`config.mk`:
```
export PLATFORM = sky130hd
export DESIGN_NAME = burst_addr_gen
export DESIGN_NICKNAME = d
export VERILOG_FILES = /design/src/rtl/bag_pkg.sv /design/src/rtl/bag_strobe_dec.sv /design/src/rtl/bag_wrap_ctr.sv /design/src/rtl/burst_addr_gen.sv
export SDC_FILE = /design/constraint.sdc
export NUM_CORES = 1
export LEC_CHECK = 0
export ABC_CLOCK_PERIOD_IN_PS = 1100
export BUFFER_PORTS_ARGS = -buffer_cell sky130_fd_sc_hd__buf_2
export CORE_ASPECT_RATIO = 0.75
export CORE_MARGIN = 2
export CORE_UTILIZATION = 43
export CTS_CLUSTER_DIAMETER = 40
export DETAILED_ROUTE_END_ITERATION = 6
export MAX_ROUTING_LAYER = met4
export PLACE_DENSITY_LB_ADDON = 0.25
export SYNTH_ARGS = -nofsm -noshare
export SYNTH_HDL_FRONTEND = slang
export SYNTH_SLANG_ARGS = --single-unit
```
`constraint.sdc`:
```
create_clock -name clk -period 1.1 [get_ports clk]
set_input_delay 0.11 -clock clk [delete_from_list [all_inputs] [get_ports clk]]
set_output_delay 0.11 -clock clk [all_outputs]
set_load 0.05 [all_outputs]
```
`src/rtl/bag_pkg.sv`:
```
package bag_pkg;
  typedef enum logic {
    ORD_LINEAR     = 1'b0,
    ORD_INTERLEAVE = 1'b1
  } burst_order_e;
endpackage

```
`src/rtl/bag_strobe_dec.sv`:
```
module bag_strobe_dec (
  input  logic adsp_n,
  input  logic adsc_n,
  input  logic cs_n,
  output logic load_o
);
  logic proc_start;
  logic ctrl_start;

  always_comb begin
    proc_start = ~adsp_n & ~cs_n;
    ctrl_start = ~adsc_n;
    load_o     = proc_start | ctrl_start;
  end
endmodule

```
`src/rtl/bag_wrap_ctr.sv`:
```
module bag_wrap_ctr
  import bag_pkg::*;
#(
  parameter int CNT_W = 2
) (
  input  logic             clk,
  input  logic             rst_n,
  input  logic             load_i,
  input  logic             adv_n,
  input  logic [CNT_W-1:0] start_i,
  input  logic             lbo_i,
  output logic [CNT_W-1:0] offset_o,
  output logic             act_o,
  output burst_order_e     ord_o
);
  logic [CNT_W-1:0] base_q, base_d;
  logic [CNT_W-1:0] seq_q,  seq_d;
  burst_order_e     ord_q,  ord_d;
  logic             act_q,  act_d;
  logic             step;

  always_comb begin
    step   = act_q & ~adv_n & ~load_i;
    base_d = base_q;
    seq_d  = seq_q;
    ord_d  = ord_q;
    act_d  = act_q;
    if (load_i) begin
      base_d = start_i;
      seq_d  = '0;
      ord_d  = burst_order_e'(lbo_i);
      act_d  = 1'b1;
    end else if (step) begin
      seq_d  = seq_q + 1'b1;
    end
  end

  always_ff @(posedge clk or negedge rst_n) begin
    if (!rst_n) begin
      base_q <= '0;
      seq_q  <= '0;
      ord_q  <= ORD_LINEAR;
      act_q  <= 1'b0;
    end else begin
      base_q <= base_d;
      seq_q  <= seq_d;
      ord_q  <= ord_d;
      act_q  <= act_d;
    end
  end

  always_comb begin
    if (ord_q == ORD_INTERLEAVE) offset_o = base_q ^ seq_q;
    else                         offset_o = base_q + seq_q;
  end

  assign act_o = act_q;
  assign ord_o = ord_q;
endmodule

```
`src/rtl/burst_addr_gen.sv`:
```
module burst_addr_gen
  import bag_pkg::*;
#(
  parameter int ADDR_W = 16,
  parameter int CNT_W  = 2
) (
  input  logic              clk,
  input  logic              rst_n,
  input  logic [ADDR_W-1:0] addr_i,
  input  logic              adsp_n,
  input  logic              adsc_n,
  input  logic              cs_n,
  input  logic              adv_n,
  input  logic              lbo_i,
  output logic [ADDR_W-1:0] addr_o,
  output logic              burst_act
);
  localparam int UP_W = ADDR_W - CNT_W;

  logic              load_w;
  logic [UP_W-1:0]   upper_q, upper_d;
  logic [CNT_W-1:0]  offset_w;
  burst_order_e      ord_w;

  bag_strobe_dec u_dec (
    .adsp_n (adsp_n),
    .adsc_n (adsc_n),
    .cs_n   (cs_n),
    .load_o (load_w)
  );

  bag_wrap_ctr #(.CNT_W(CNT_W)) u_ctr (
    .clk      (clk),
    .rst_n    (rst_n),
    .load_i   (load_w),
    .adv_n    (adv_n),
    .start_i  (addr_i[CNT_W-1:0]),
    .lbo_i    (lbo_i),
    .offset_o (offset_w),
    .act_o    (burst_act),
    .ord_o    (ord_w)
  );

  always_comb begin
    upper_d = upper_q;
    if (load_w) upper_d = addr_i[ADDR_W-1:CNT_W];
  end

  always_ff @(posedge clk or negedge rst_n) begin
    if (!rst_n) upper_q <= '0;
    else        upper_q <= upper_d;
  end

  assign addr_o = {upper_q, offset_w};
endmodule

```
# After elaboration in Yosys (flattened, before gate mapping)

Index checks and enable logic that the tools add are counted.
W data, S select, Z words.

Register bits after elaboration: 20
Bits of input ports: 23
Output and inout port bits: 17
Logic and storage cells: 21

$add $sub $neg: 2
Multiplexer cells: 3
Bitwise logic cells: 10
Reduce and logical (&&, ||, !) cells: 1

Operators with widths:

| operator              | count |
|---|---|
| $mux W2               | 3 |
| $not A1 Y1            | 5 |
| $and A1 B1 Y1         | 3 |
| $add A2 B1 Y2 const B | 1 |
| $add A2 B2 Y2         | 1 |
| $reduce_bool A2 Y1    | 1 |
| $xor A2 B2 Y2         | 1 |
| $or A1 B1 Y1          | 1 |

# Longest topological paths before layout

Depth in word-level cells: 7
Gate-level depth with buffers: 3

# Cells and area by module

From an unflattened synthesis, not the netlist that was laid out.

Cells, all modules: 51
Area, all modules: 795.8 µm²

Modules (own cells, without submodules):

| module         | instances | cells each | area an instance (µm²) |
|---|---|---|---|
| burst_addr_gen | 1         | 29         | 519.2 |
| bag_wrap_ctr   | 1         | 21         | 271.5 |
| bag_strobe_dec | 1         | 1          | 5.0 |

# Least setup slack after synthesis

Ideal clock, no wire load.

Path kind: register to output
From: register u_ctr.seq_q[0]
To: output port addr_o[1]
Arrival: 1519 ps
Data required time: 990 ps
Path slack: -529 ps
Stages on the path, launching flop included: 4
Buffers on the path: 0
Path through: dfrtp_1 -> ha_1 -> nor2b_1 -> xnor2_1

Word-level cells in the longest chain between the ends: 2

RTL lines:

| what                   | line                 | source |
|---|---|---|
| from (decl)            | bag_wrap_ctr.sv:17   | `logic [CNT_W-1:0] seq_q, seq_d;` |
| from (signal assigned) | bag_wrap_ctr.sv:46   | `seq_q <= seq_d;` |
| $add A2 B2 Y2          | bag_wrap_ctr.sv:54   | `else offset_o = base_q + seq_q;` |
| $mux W2                | bag_wrap_ctr.sv:53   | `if (ord_q == ORD_INTERLEAVE) offset_o = base_q ^ seq_q;` |
| to (decl)              | burst_addr_gen.sv:15 | `output logic [ADDR_W-1:0] addr_o,` |

No other way between the ends.

# Worst setup path after layout

Same ends and word-level chain as after synthesis.

==> summary.txt <==
GRT
  • Initial antenna violation count: 0
  • Congestion Overflow GR: 0
  • Largest net degree at the start of global routing: 21
  • GRT Util Overall: 16.4%
  • Vias in the first global route: 569
  • First-pass GRT wire length: 2460 um

Timing
  • Fin crit share: 135%
  • Slew @ Worst Pin: 432 ps
  • Relative slew slack: 71.2%
  • Hold Vio Cnt, Final: 0
  • Skew final: 8.97 ps
  • Worst Slack Setup Final: -380 ps
  • RSZ-0062 raised after global routing: true
  • Worst hold slack: 26.0 ps
  • Final slew viol count: 0
  • Final setup fails: 2
  • FMAX: 676 MHz
  • Tmin final: 1480 ps

Setup path
  • Arr. time, crit path: 1370 ps
  • Required @ worst endpoint: 990 ps
  • Worst setup SP type: register
  • Crit path capture type: output port
  • Worst Setup Path Type: reg2out
  • Crit-path max FO: 2

Floorplan
  • Io pins: 40
  • DIE AREA: 0.00225 sq mm
  • Die H: 41.5 um
  • Core outline area: 0.00176 sq mm
  • Initial Util: 46.0%
  • Row count: 13
  • Die width: 54.1 um

Yosys
  • Post-Syn Area: 808 sq um
  • Post-Synthesis Cells: 51
  • Register area share after synthesis: 61.9%
  • Average cell area after synthesis: 15.8 sq um
  • Syn_nets: 75
  • Ys Warns: 0
  • Synth Register Bits: 20
  • Netlist cell types: 12

Place
  • Setup WS pre-CTS: -120 ps
  • DP HPWL: 1070 um
  • Placer congestion estimate: 0.733
  • Placed Area: 0.00108 sq mm
  • Buffers on Ports: 39

Detailed routing
  • First DRT Iteration DRCs: 1
  • Total number of vias: 580
  • Total Wirelength: 1560 um
  • Number of remaining DRC errors: 0
  • Routed Antenna Nets: 0
  • Routed wire per std cell: 12.9 um
  • Vias/cell: 4.79
  • Drt pass-1 iters: 3

Run status
  • Failing checks: negative setup slack
  • Status: finished, violations left

Clock tree
  • CTS Buffer Depth: 2
  • CTS tree: yes
  • Clock transition at path regs: 120 ps
  • Cts bufs inserted: 3
  • Clock Latency Late Sink: 300 ps
  • CTS H-Tree Depth: 1
  • Clk root buf: clkbuf_4
  • Clk sink count: 20

Finish
  • Reg area: 502 sq um
  • Area Overhead vs Synth: 48.5%
  • Antenna cell count: 0
  • Layout net count: 124
  • Area of the multi-input gates: 324 sq um
  • Number of fill cells: 137
  • Proportion of layout cells with a drive suffix above 1: 70.7%
  • Final Instance Area: 0.00120 sq mm
  • Final core utilization: 68.3%

Power
  • Tot Pwr: 2.01 mW
  • Peak VDD IR: 1.36 mV
  • Power density cells: 1680 mW/mm^2
  • Pleak: 0.569 nW

Flow run
  • Maxcap violations: 0

Hold path
  • Worst min-delay path class: in2reg
==> logic make-up (layout without fill, tap and decap cells) <==
logic type | count (synthesis) | after routing | share of synthesized area [%]
DFF | 20 | 20 | 61.9
xor gates and xnor gates | 4 | 4 | 4.34
buffers and inverters | 2 | 50 | 2.79
muxes | 17 | 17 | 24.1
AOI/OAI and AO/OA | 1 | 1 | 1.08
and+or+nand+nor | 6 | 6 | 4.18
adders and majority gates | 1 | 1 | 1.55
==> cells in the mapped netlist <==
master,n,area (sq um)
ha_1,1,12.5
xnor2_1,3,26.3
mux2_4,1,15.0
xor2_1,1,8.76
nor2b_1,2,12.5
buf_6,2,22.5
o21ai_2,1,8.76
mux2_2,16,180
nand3b_1,1,7.51
or2_2,1,6.26
dfrtp_1,20,500
nor2_1,2,7.51
==> metrics by stage <==
step,TNS (ps),cells
after global routing,-718,121
after global placement,-76.3,114
after detailed placement,-120,114
after CTS,-572,120
final,-577,121
after floorplan,-50.9,51
==> final timing paths <==
path / startpoint / to / slack (ps) / cells past startpoint
max in group asynchronous: rst_n / u_ctr.act_o / 510 / 2
setup / recovery: u_ctr.seq_q[0] / addr_o[1] / -380 / 4
min in group asynchronous: rst_n / upper_q[0] / 260 / 2
hold reg to reg: upper_q[2] / upper_q[2] / 510 / 1
setup reg to reg: u_ctr.seq_q[0] / u_ctr.seq_q[1] / 90 / 4
hold / removal: addr_i[14] / upper_q[12] / 30 / 2
==> placed cells by master (no fill, tap or decap), drive strengths merged <==
cell type    synthesis  routed
buf                  2      40
dfrtp               20      20
mux2                17      17
clkbuf               0       6
dlygate4sd3          0       3
xnor2                3       3
nor2                 2       2
nor2b                2       2
o21ai                1       1
or2                  1       1
nand3b               1       1
xor2                 1       1
ha                   1       1
bufinv               0       1
==> power by group <==
group | total (mW) | internal (mW) | leakage [nW] | switching (mW)
Sequential | 0.843 | 0.802 | 0.234 | 0.0407
Combinational | 0.578 | 0.228 | 0.307 | 0.350
Clock | 0.592 | 0.368 | 0.0279 | 0.223
==> critical path: stages (launching register included) <==
cell     delay [ps]
dfrtp_1         430
ha_4            160
nor2b_4         180
xnor2_4         120
buf_6           170
==> sequential cells by signal (all words and copies together), names as in the netlist <==
signal,count
u_ctr.seq_q,2
u_ctr.act_o,1
u_ctr.ord_o,1
u_ctr.base_q,2
upper_q,14
==> layer usage <==
metal	vias up	routed length [um]	global-route usage, %
met5	-	0	-
met4	0	11	6.00
met3	2	133	6.47
met2	26	769	25.9
met1	281	648	18.6
li1	271	-	-
==> cell type report <==
| type | count | area share [%] |
|---|---|---|
| clock buffer | 3 | 1.88 |
| clock inverter | 1 | 2.50 |
| multi-input combinational | 29 | 27.0 |
| sequential | 20 | 41.8 |
| tap | 22 | 2.29 |
| timing repair buffer | 46 | 24.5 |
==> timing repair <==
action / 4_1_cts / 5_1_grt
gates resized for setup: 6 / 5
setup buffers: 1 / 0
hold endpoints to repair: 20 / 2
hold buffers: 1 / 2
pin swaps: 3 / 2
setup endpoints to repair: 2 / 7
(Power assumes the default switching activity.)
